### config.mk
export PLATFORM = sky130hd
export DESIGN_NAME = dma_xlate
export DESIGN_NICKNAME = d
export VERILOG_FILES = /design/src/rtl/xlate_pkg.sv /design/src/rtl/xlate_regs.sv /design/src/rtl/xlate_cache.sv /design/src/rtl/xlate_walk.sv /design/src/rtl/dma_xlate.sv
export SDC_FILE = /design/constraint.sdc
export NUM_CORES = 1
export LEC_CHECK = 0
export BUFFER_PORTS_ARGS = -buffer_cell sky130_fd_sc_hd__buf_2
export CORE_MARGIN = 3
export CORE_UTILIZATION = 53
export CTS_CLUSTER_DIAMETER = 60
export CTS_CLUSTER_SIZE = 12
export DETAILED_ROUTE_END_ITERATION = 10
export PLACE_DENSITY_LB_ADDON = 0.05
export SYNTH_ARGS = -nofsm -noshare
export SYNTH_HDL_FRONTEND = slang
export SYNTH_SLANG_ARGS = --single-unit
export TNS_END_PERCENT = 10
### constraint.sdc
create_clock -name clk -period 4.8 [get_ports clk]
set_clock_uncertainty 0.2 [all_clocks]
set_input_delay 0.96 -clock clk [delete_from_list [all_inputs] [get_ports clk]]
set_output_delay 0.96 -clock clk [all_outputs]
set_load 0.02 [all_outputs]
### src/rtl/xlate_pkg.sv
package xlate_pkg;
  typedef enum logic [1:0] {WK_IDLE, WK_ISSUE, WK_WAIT} walk_state_e;

  localparam logic [1:0] CFG_BASE  = 2'd0;
  localparam logic [1:0] CFG_LIMIT = 2'd1;
  localparam logic [1:0] CFG_INVAL = 2'd2;
  localparam logic [1:0] CFG_FAULT = 2'd3;
endpackage

### src/rtl/xlate_regs.sv
module xlate_regs
  import xlate_pkg::*;
#(
  parameter int REG_W = 32,
  parameter int LA_W  = 24
) (
  input  logic             clk,
  input  logic             rst_n,
  input  logic             cfg_we,
  input  logic [1:0]       cfg_addr,
  input  logic [REG_W-1:0] cfg_wdata,
  output logic [REG_W-1:0] cfg_rdata,
  input  logic             fault_set,
  input  logic [LA_W-1:0]  fault_laddr,
  output logic [REG_W-1:0] tbl_base,
  output logic [REG_W-1:0] tbl_limit,
  output logic [LA_W-1:0]  flt_laddr,
  output logic             inval
);
  assign inval = cfg_we && (cfg_addr == CFG_INVAL);

  always_ff @(posedge clk) begin
    if (!rst_n) begin
      tbl_base  <= '0;
      tbl_limit <= '0;
      flt_laddr <= '0;
    end else begin
      if (cfg_we && cfg_addr == CFG_BASE)  tbl_base  <= cfg_wdata;
      if (cfg_we && cfg_addr == CFG_LIMIT) tbl_limit <= cfg_wdata;
      if (fault_set)                       flt_laddr <= fault_laddr;
    end
  end

  always_comb begin
    case (cfg_addr)
      CFG_BASE:  cfg_rdata = tbl_base;
      CFG_LIMIT: cfg_rdata = tbl_limit;
      CFG_FAULT: cfg_rdata = {{(REG_W-LA_W){1'b0}}, flt_laddr};
      default:   cfg_rdata = '0;
    endcase
  end
endmodule

### src/rtl/xlate_cache.sv
module xlate_cache #(
  parameter int ENTRIES = 8,
  parameter int TAG_W   = 12,
  parameter int FRM_W   = 17
) (
  input  logic             clk,
  input  logic             rst_n,
  input  logic             flush,
  input  logic [TAG_W-1:0] lk_tag,
  output logic             lk_hit,
  output logic [FRM_W-1:0] lk_frame,
  input  logic             fill_en,
  input  logic [TAG_W-1:0] fill_tag,
  input  logic [FRM_W-1:0] fill_frame
);
  localparam int PTR_W = (ENTRIES > 1) ? $clog2(ENTRIES) : 1;
  localparam logic [PTR_W-1:0] LAST = PTR_W'(ENTRIES - 1);

  logic [ENTRIES-1:0] valid_q;
  logic [TAG_W-1:0]   tag_q   [ENTRIES];
  logic [FRM_W-1:0]   frame_q [ENTRIES];
  logic [PTR_W-1:0]   ptr_q;
  logic [ENTRIES-1:0] match;

  for (genvar g = 0; g < ENTRIES; g++) begin : g_cmp
    assign match[g] = valid_q[g] && (tag_q[g] == lk_tag);
  end

  assign lk_hit = |match;

  always_comb begin
    lk_frame = '0;
    for (int i = 0; i < ENTRIES; i++)
      if (match[i]) lk_frame = lk_frame | frame_q[i];
  end

  always_ff @(posedge clk) begin
    if (!rst_n) begin
      valid_q <= '0;
      ptr_q   <= '0;
    end else if (flush) begin
      valid_q <= '0;
      ptr_q   <= '0;
    end else if (fill_en) begin
      valid_q[ptr_q] <= 1'b1;
      ptr_q          <= (ptr_q == LAST) ? '0 : ptr_q + 1'b1;
    end
  end

  always_ff @(posedge clk) begin
    if (fill_en && !flush) begin
      tag_q[ptr_q]   <= fill_tag;
      frame_q[ptr_q] <= fill_frame;
    end
  end
endmodule

### src/rtl/xlate_walk.sv
module xlate_walk
  import xlate_pkg::*;
#(
  parameter int REG_W  = 32,
  parameter int IDX_W  = 12,
  parameter int PAGE_W = 12,
  parameter int PA_W   = 29,
  parameter int ENT_LG = 3
) (
  input  logic                 clk,
  input  logic                 rst_n,
  input  logic                 start,
  input  logic [IDX_W-1:0]     idx,
  input  logic [REG_W-1:0]     tbl_base,
  input  logic                 inval,
  output logic                 busy,
  output logic                 mem_rd_valid,
  input  logic                 mem_rd_ready,
  output logic [REG_W-1:0]     mem_rd_addr,
  input  logic                 mem_rsp_valid,
  input  logic [REG_W-1:0]     mem_rsp_data,
  output logic                 fill_en,
  output logic [IDX_W-1:0]     fill_tag,
  output logic [PA_W-PAGE_W-1:0] fill_frame
);
  walk_state_e st_q;
  logic        stale_q;
  logic [REG_W-1:0] addr_q;
  logic [IDX_W-1:0] tag_q;

  always_ff @(posedge clk) begin
    if (!rst_n) begin
      st_q    <= WK_IDLE;
      stale_q <= 1'b0;
      addr_q  <= '0;
      tag_q   <= '0;
    end else begin
      case (st_q)
        WK_IDLE: if (start) begin
          st_q    <= WK_ISSUE;
          addr_q  <= tbl_base + {{(REG_W-IDX_W-ENT_LG){1'b0}}, idx, {ENT_LG{1'b0}}};
          tag_q   <= idx;
          stale_q <= 1'b0;
        end
        WK_ISSUE: begin
          if (inval) stale_q <= 1'b1;
          if (mem_rd_ready) st_q <= WK_WAIT;
        end
        WK_WAIT: begin
          if (inval) stale_q <= 1'b1;
          if (mem_rsp_valid) st_q <= WK_IDLE;
        end
        default: st_q <= WK_IDLE;
      endcase
    end
  end

  assign busy         = (st_q != WK_IDLE);
  assign mem_rd_valid = (st_q == WK_ISSUE);
  assign mem_rd_addr  = addr_q;
  assign fill_en      = (st_q == WK_WAIT) && mem_rsp_valid && !stale_q && !inval;
  assign fill_tag     = tag_q;
  assign fill_frame   = mem_rsp_data[PA_W-1:PAGE_W];

  wire unused_rsp = ^{mem_rsp_data[REG_W-1:PA_W], mem_rsp_data[PAGE_W-1:0]};
endmodule

### src/rtl/dma_xlate.sv
module dma_xlate #(
  parameter int REG_W   = 32,
  parameter int LA_W    = 24,
  parameter int PAGE_W  = 12,
  parameter int PA_W    = 29,
  parameter int ENTRIES = 8,
  parameter int ENT_LG  = 3
) (
  input  logic             clk,
  input  logic             rst_n,
  input  logic             req_valid,
  output logic             req_ready,
  input  logic [LA_W-1:0]  req_laddr,
  output logic [PA_W-1:0]  xl_paddr,
  output logic             xl_fault,
  input  logic             cfg_we,
  input  logic [1:0]       cfg_addr,
  input  logic [REG_W-1:0] cfg_wdata,
  output logic [REG_W-1:0] cfg_rdata,
  output logic             mem_rd_valid,
  input  logic             mem_rd_ready,
  output logic [REG_W-1:0] mem_rd_addr,
  input  logic             mem_rsp_valid,
  input  logic [REG_W-1:0] mem_rsp_data
);
  localparam int IDX_W = LA_W - PAGE_W;
  localparam int FRM_W = PA_W - PAGE_W;

  logic [IDX_W-1:0] idx;
  logic [REG_W-1:0] tbl_base, tbl_limit, ent_off;
  logic [LA_W-1:0]  flt_laddr;
  logic             inval, busy, hit, over, start, fill_en;
  logic [FRM_W-1:0] hit_frame, fill_frame;
  logic [IDX_W-1:0] fill_tag;

  assign idx     = req_laddr[LA_W-1:PAGE_W];
  assign ent_off = {{(REG_W-IDX_W-ENT_LG){1'b0}}, idx, {ENT_LG{1'b0}}};
  assign over    = (ent_off >= tbl_limit);

  assign req_ready = !busy && (over || hit);
  assign start     = req_valid && !busy && !over && !hit;
  assign xl_fault  = over;
  assign xl_paddr  = over ? '0 : {hit_frame, req_laddr[PAGE_W-1:0]};

  xlate_regs #(.REG_W(REG_W), .LA_W(LA_W)) u_regs (
    .clk, .rst_n, .cfg_we, .cfg_addr, .cfg_wdata, .cfg_rdata,
    .fault_set(req_valid && req_ready && over), .fault_laddr(req_laddr),
    .tbl_base, .tbl_limit, .flt_laddr, .inval
  );

  xlate_cache #(.ENTRIES(ENTRIES), .TAG_W(IDX_W), .FRM_W(FRM_W)) u_cache (
    .clk, .rst_n, .flush(inval), .lk_tag(idx), .lk_hit(hit),
    .lk_frame(hit_frame), .fill_en, .fill_tag, .fill_frame
  );

  xlate_walk #(.REG_W(REG_W), .IDX_W(IDX_W), .PAGE_W(PAGE_W), .PA_W(PA_W),
               .ENT_LG(ENT_LG)) u_walk (
    .clk, .rst_n, .start, .idx, .tbl_base, .inval, .busy,
    .mem_rd_valid, .mem_rd_ready, .mem_rd_addr, .mem_rsp_valid, .mem_rsp_data,
    .fill_en, .fill_tag, .fill_frame
  );
endmodule

# After elaboration in Yosys (flattened, before gate mapping)
# Memory sizes are Yosys's and may differ from the RTL's.
# Index checks and enable logic that the tools add are counted.
dict set report classes {
  magnitude_cmp 3
  addsub 2
  shifts 0
  n_mux 22
  multipliers 0
  n_reduce_logical 38
  bitwise 9
  eq_ne 18
  div 0
}
# operator count
set op_table {}
lappend op_table {{$mux W17} 8}
lappend op_table {{$or A17 B17 Y17} 7}
lappend op_table {{$eq A12 B12 Y1} 8}
lappend op_table {{$pmux W32 S3} 1}
lappend op_table {{$add A32 B15 Y32} 1}
lappend op_table {{$ge A15 B32 Y1} 1}
lappend op_table {{$mux W29} 1}
lappend op_table {{$logic_and A1 B1 Y1} 22}
lappend op_table {{$or A8 B8 Y8} 1}
lappend op_table {{$reduce_or A8 Y1} 1}
lappend op_table {{$eq A2 B2 Y1 const B} 3}
lappend op_table {{$mux W2} 3}
lappend op_table {{$pmux W2 S3} 1}
lappend op_table {{$reduce_and A3 Y1} 2}
lappend op_table {{$logic_not A1 Y1} 5}
lappend op_table {{$mux W1} 5}
lappend op_table {{$eq A2 B1 Y1 const B} 2}
lappend op_table {{$logic_not A2 Y1} 2}
lappend op_table {{$lt A3 B4 Y1 const B} 1}
lappend op_table {{$ne A2 B1 Y1 const B} 2}
lappend op_table {{$ne A2 B2 Y1 const B} 2}
lappend op_table {{$reduce_bool A2 Y1} 2}
lappend op_table {{$reduce_or A2 Y1} 2}
lappend op_table {{$add A3 B1 Y3 const B} 1}
lappend op_table {{other kinds (8)} 8}
dict set report totals {
  mem_count 2
  register_bits 146
  ramBits 232
  rom_bits 0
  latch_bits 0
  out_inout_bits 96
}
# name words width read_ports rd_clocked_by_memory_dff write_ports line_no
set memory_table {}
lappend memory_table {u_cache.frame_q 8 17 8 0 1 xlate_cache.sv:21} ;# logic [FRM_W-1:0] frame_q [ENTRIES];
lappend memory_table {u_cache.tag_q 8 12 8 0 1 xlate_cache.sv:20} ;# logic [TAG_W-1:0] tag_q [ENTRIES];

# Logic depth before layout (Yosys ltp)
# An unclocked memory read counts as a cell.
dict set report logic_depth {
  depth_word 19
  ltp_mapped 11
}

# Modules after synthesis
# Synthesis repeated with hierarchy kept, for this count alone.
dict set report hier_totals {
  cells_unflattened 1419
  hier_area_um2 17106.4
}
# mod n_inst cells_per_inst area_per_inst_um2 seq_area_each_um2
set modules_own_cells {}
lappend modules_own_cells {xlate_cache 1 574 9565.4 7186.9}
lappend modules_own_cells {xlate_regs 1 399 4033.9 1761.7}
lappend modules_own_cells {xlate_walk 1 351 2813.9 940.9}
lappend modules_own_cells {dma_xlate 1 95 693.2 0.0}

# Worst setup path after synthesis
# No wires, ideal clock.
dict set report synth_timing {
  path_kind {in2reg}
  startpoint {input port cfg_addr[0]}
  endpoint {memory u_cache.frame_q[0][0], enable pin}
  required_time_ps 4146
  slack_ps 240
  stages 5
  t_arrival_ps 3906
  path_buffers 1
  setup_time_ps 454
  cell_sequence {clkbuf_1 > nand3b_1 > nand2b_1 > or2_2 > nor3_1}
}
dict set report synth_via {
  elab_chain_cells 7
}
# element line_no
set synth_rtl {}
lappend synth_rtl {{from (decl)} dma_xlate.sv:17} ;# input logic [1:0] cfg_addr,
lappend synth_rtl {{$eq A2 B2 Y1 (*)} xlate_regs.sv:20} ;# assign inval = cfg_we && (cfg_addr == CFG_INVAL);
lappend synth_rtl {{$logic_and A1 B1 Y1 (*)} xlate_regs.sv:20}
lappend synth_rtl {{$logic_not A1 Y1 (*)} {xlate_cache.sv:51, xlate_walk.sv:61}}
lappend synth_rtl {{$logic_and A1 B1 Y1} xlate_walk.sv:61} ;# assign fill_en = (st_q == WK_WAIT) && mem_rsp_valid && !stale_q && !inval;
lappend synth_rtl {{$logic_and A1 B1 Y1 (*)} xlate_cache.sv:51} ;# if (fill_en && !flush) begin
lappend synth_rtl {{$mux W1 (*)} xlate_cache.sv:51}
lappend synth_rtl {{$mux W1 (implied by the code) (*)} xlate_cache.sv:53} ;# frame_q[ptr_q] <= fill_frame;
lappend synth_rtl {{to (decl)} xlate_cache.sv:21}
# Mark *: on every way between the ends. The rest lies on a longest branch, timed or not.

# Final worst setup path
dict set report layout_timing {
  startpoint {input port req_laddr[18]}
  endpoint {output port xl_paddr[13]}
}
dict set report layout_via {
  elab_chain_cells 18
  word_cells_on_any_way 33
}
# element line_no
set layout_rtl {}
lappend layout_rtl {{from (decl)} dma_xlate.sv:13} ;# input logic [LA_W-1:0] req_laddr,
lappend layout_rtl {{$eq A12 B12 Y1} xlate_cache.sv:26} ;# assign match[g] = valid_q[g] && (tag_q[g] == lk_tag);
lappend layout_rtl {{$logic_and A1 B1 Y1} xlate_cache.sv:26}
lappend layout_rtl {{$mux W17} xlate_cache.sv:34} ;# if (match[i]) lk_frame = lk_frame | frame_q[i];
lappend layout_rtl {{$or A17 B17 Y17} xlate_cache.sv:34}
lappend layout_rtl {{$mux W17} xlate_cache.sv:34}
lappend layout_rtl {{$or A17 B17 Y17} xlate_cache.sv:34}
lappend layout_rtl {{$mux W17} xlate_cache.sv:34}
lappend layout_rtl {{$or A17 B17 Y17} xlate_cache.sv:34}
lappend layout_rtl {{(+2 left out)} n/a}
lappend layout_rtl {{$mux W17} xlate_cache.sv:34}
lappend layout_rtl {{$or A17 B17 Y17} xlate_cache.sv:34}
lappend layout_rtl {{$mux W17} xlate_cache.sv:34}
lappend layout_rtl {{$or A17 B17 Y17} xlate_cache.sv:34}
lappend layout_rtl {{$mux W17} xlate_cache.sv:34}
lappend layout_rtl {{$or A17 B17 Y17} xlate_cache.sv:34}
lappend layout_rtl {{$mux W17} xlate_cache.sv:34}
lappend layout_rtl {{$mux W29 (*)} dma_xlate.sv:43} ;# assign xl_paddr = over ? '0 : {hit_frame, req_laddr[PAGE_W-1:0]};
lappend layout_rtl {{to (decl)} dma_xlate.sv:14} ;# output logic [PA_W-1:0] xl_paddr,
# Marked as above.

==> impl_metrics.sql <==
INSERT INTO impl_metrics (metric_group, metric, value, unit) VALUES
('synth', 'async_reset_ff_share', '0', '%'),
('cts', 'cts_root_buf', 'clkbuf_16', ''),
('floorplanning', 'floorplan.rows', '63', ''),
('finish', 'final_common_cell', 'nand2_1', ''),
('sta', 'grt_setup_unrepaired', 'no', ''),
('sta', 'finalSetupViolations', '0', ''),
('cts', 'clkSinkCount', '378', ''),
('cts', 'numCtsBuffers', '38', ''),
('finish', 'antenna_diode_instance_count', '0', ''),
('floorplanning', 'core-area', '0.0300', 'mm2'),
('synth', 'post_synth_instance_area', '0.0164', 'mm2'),
('synth', 'synth.ff_latch_count', '378', ''),
('floorplanning', 'floorplan.die.height', '182', 'um'),
('pwr', 'clock_power_share', '38.0', '%'),
('pwr', 'netSwitchingFraction', '25.1', '%'),
('cts', 'clk_transition_reported_paths', '0.06', 'ns'),
('global_route', 'grt_remaining_overflow', '0', ''),
('pwr', 'power-per-cell-area', '391', 'mW/mm2'),
('cts', 'clock_tree.htree_level_count', '2', ''),
('finish', 'num-nets-final', '1693', ''),
('flow_run', 'reported_max_cap_violation_count', '0', ''),
('global_route', 'grt_start_max_net_pins', '85', ''),
('pwr', 'power.combinational.fraction', '11.8', '%'),
('sta', 'final-hold-violation-count', '0', ''),
('routing', 'drtIter0Drc', '902', ''),
('floorplanning', 'dieArea', '0.0331', 'mm2'),
('finish', 'area_of_the_multi_input_gates', '0.00606', 'mm2'),
('cts', 'worst_skew_pair_later_pin_latency', '0.52', 'ns'),
('global_route', 'first_global_vias', '10900', ''),
('routing', 'route.detailed.vias_per_inst', '5.69', ''),
('pwr', 'p_int', '5.54', 'mW'),
('synth', 'postSynthCellCount', '1390', ''),
('synth', 'synth.top_cells.by_area', 'edfxtp_1, dfxtp_1, xnor2_1', ''),
('placement', 'port_buffers', '176', ''),
('synth', 'mappedNetlistNets', '1517', ''),
('placement', 'gp_congestion', '0.826', ''),
('pwr', 'maximum_ir_drop_on_the_vdd_rail', '0.203', 'mV'),
('floorplanning', 'start_util', '54.6', '%'),
('finish', 'postLayoutCoreUtil', '63.0', '%'),
('synth', 'yosysSeqAreaShare', '60.3', '%'),
('finish', 'nFillCells', '2483', ''),
('pwr', 'power.static_leakage', '6.85', 'nW'),
('status', 'outcome', 'finished clean', ''),
('finish', 'area.sequential', '0.00989', 'mm2'),
('setup_path', 'r2r-start', 'u_regs.tbl_limit[3]$_SDFFE_PN0P_', ''),
('finish', 'layout-drive-gt1-share', '17.8', '%'),
('placement', 'cells_after_dpl', '1916', ''),
('setup_path', 'cpPeakStageDelay', '0.51', 'ns'),
('sta', 'hold_slack', '0.253', 'ns'),
('setup_path', 'critPathSlowestCell', 'nor4_4', ''),
('cts', 'ctsResizeCount', '0', ''),
('routing', 'antenna_left', '0', ''),
('setup_path', 'critical_path.reg2reg.endpoint', 'u_walk.mem_rd_addr[12]$_SDFFE_PN0P_', ''),
('synth', 'synth_warnings', '0', ''),
('setup_path', 'cp_cell_sequence', 'buf_2, xnor2_1, nand4_1, nor4_4, buf_12, a22oi_1, a31oi_1, buf_2', ''),
('sta', 'timing.final.crit_period', '4.39', 'ns'),
('setup_path', 'start_kind', 'input port', ''),
('pwr', 'netSwitchingPower', '1.86', 'mW'),
('setup_path', 'rrSetupSlack', '1.68', 'ns'),
('setup_path', 'critical_path.startpoint', 'req_laddr[18]', ''),
('setup_path', 'critPathCaptureType', 'output pin', ''),
('routing', 'drc_violation_count_after_routing', '0', ''),
('sta', 'worstMarginPinSlew', '0.937', 'ns'),
('routing', 'via_count_of_the_routed_design', '11300', ''),
('min_path', 'hold_path_class', 'reg -> reg', ''),
('sta', 'max_freq', '0.228', 'GHz'),
('synth', 'synth_ff_type', 'edfxtp_1', ''),
('sta', 'final_max_slew_violation_count', '0', ''),
('sta', 'finalCritPeriodShare', '91.5', '%'),
('global_route', 'global_route.usage.total', '24.3', '%'),
('setup_path', 'r2r.worst_path.cells', '11', '');
through the flow:
stage                     cell area (um2)  setup slack [ns]
after floorplan                     16400             0.240
after global placement              17800             0.459
after detailed placement            17800             0.415
after CTS                           18900             0.433
after global routing                18900             0.299
final                               18900             0.407
power groups by stage:
stage / combinational [mW] / sequential [mW] / clock, mW
6_report: 0.871 / 3.72 / 2.81
4_1_cts: 0.877 / 3.72 / 2.87
2_1_floorplan: 0.540 / 3.81 / 0
3_5_place_dp: 0.873 / 3.79 / 0
5_1_grt: 0.948 / 3.74 / 3.00
3_3_place_gp: 0.864 / 3.79 / 0
state kept, by name, indices dropped and copies added (netlist names):
name	count
u_cache.frame_q	136
u_cache.tag_q	96
u_regs.tbl_base	32
u_regs.tbl_limit	32
u_walk.mem_rd_addr	32
u_regs.flt_laddr	24
u_walk.fill_tag	12
u_cache.valid_q	8
u_cache.ptr_q	3
u_walk.st_q	2
u_walk.stale_q	1
synthesized netlist by cell type (6+ instances only):
library cell	count
a21boi_0	68
a22oi_1	34
mux2i_1	59
nand4_1	23
a22o_1	17
nor4_1	8
nand2b_1	6
edfxtp_1	232
clkbuf_1	57
nor2_1	40
o21ai_0	38
inv_1	26
xnor2_1	113
nor4_4	8
nand3_1	13
nor2b_1	37
or3_1	9
a31oi_1	28
dfxtp_1	146
o211a_1	9
ha_1	30
a21boi_1	24
a21oi_1	19
nand2_1	247
buf_4	12
a221oi_1	17
o21ai_1	10
final cells by class:
| cell class | instances | share of cell area, % |
|---|---|---|
| clock buffers | 62 | 5.77 |
| clock inverters | 6 | 0.403 |
| inverters | 26 | 0.515 |
| multi-input cells | 907 | 32.0 |
| flip-flops and latches | 378 | 52.2 |
| well taps | 390 | 2.58 |
| repair buffers | 215 | 6.48 |
cell families after synthesis:
group                      after synthesis  synth area share, %
buffers and inverters                  105                 2.94
xor gates and xnor gates               114                 6.09
muxes                                   59                 3.60
AOI/OAI and AO/OA                      286                 12.3
DFF                                    378                 60.3
adders and majority gates               31                 2.41
and+or+nand+nor                        417                 12.3
worst min-delay path by stage:
stage | endpoint | cells past startpoint
after floorplan | u_regs.flt_laddr[0]$_SDFFE_PN0P_ | 2
after global placement | u_regs.flt_laddr[19]$_SDFFE_PN0P_ | 2
after detailed placement | u_regs.flt_laddr[22]$_SDFFE_PN0P_ | 2
after CTS | u_regs.flt_laddr[22]$_SDFFE_PN0P_ | 2
after global routing | u_regs.flt_laddr[8]$_SDFFE_PN0P_ | 2
final | u_regs.flt_laddr[19]$_SDFFE_PN0P_ | 2
metal layers:
layer,vias up,track usage (%),wire length [um]
met5,-,0,21
met4,4,6.06,835
met3,70,4.25,2930
met2,408,37.9,18700
met1,5443,35.7,18700
li1,5359,-,-
worst register-to-register path, stage by stage (launching register included):
cell and delay (ns):
dfxtp_1 0.37, inv_1 0.07, ha_1 0.29, nor4b_1 0.38, o31ai_1 0.13, a211o_1 0.31
a31oi_4 0.23, buf_12 0.21, and4b_2 0.32, buf_12 0.24, nand2_1 0.18, o22ai_1 0.10
Note: power is estimated with default switching activity, not from simulation.
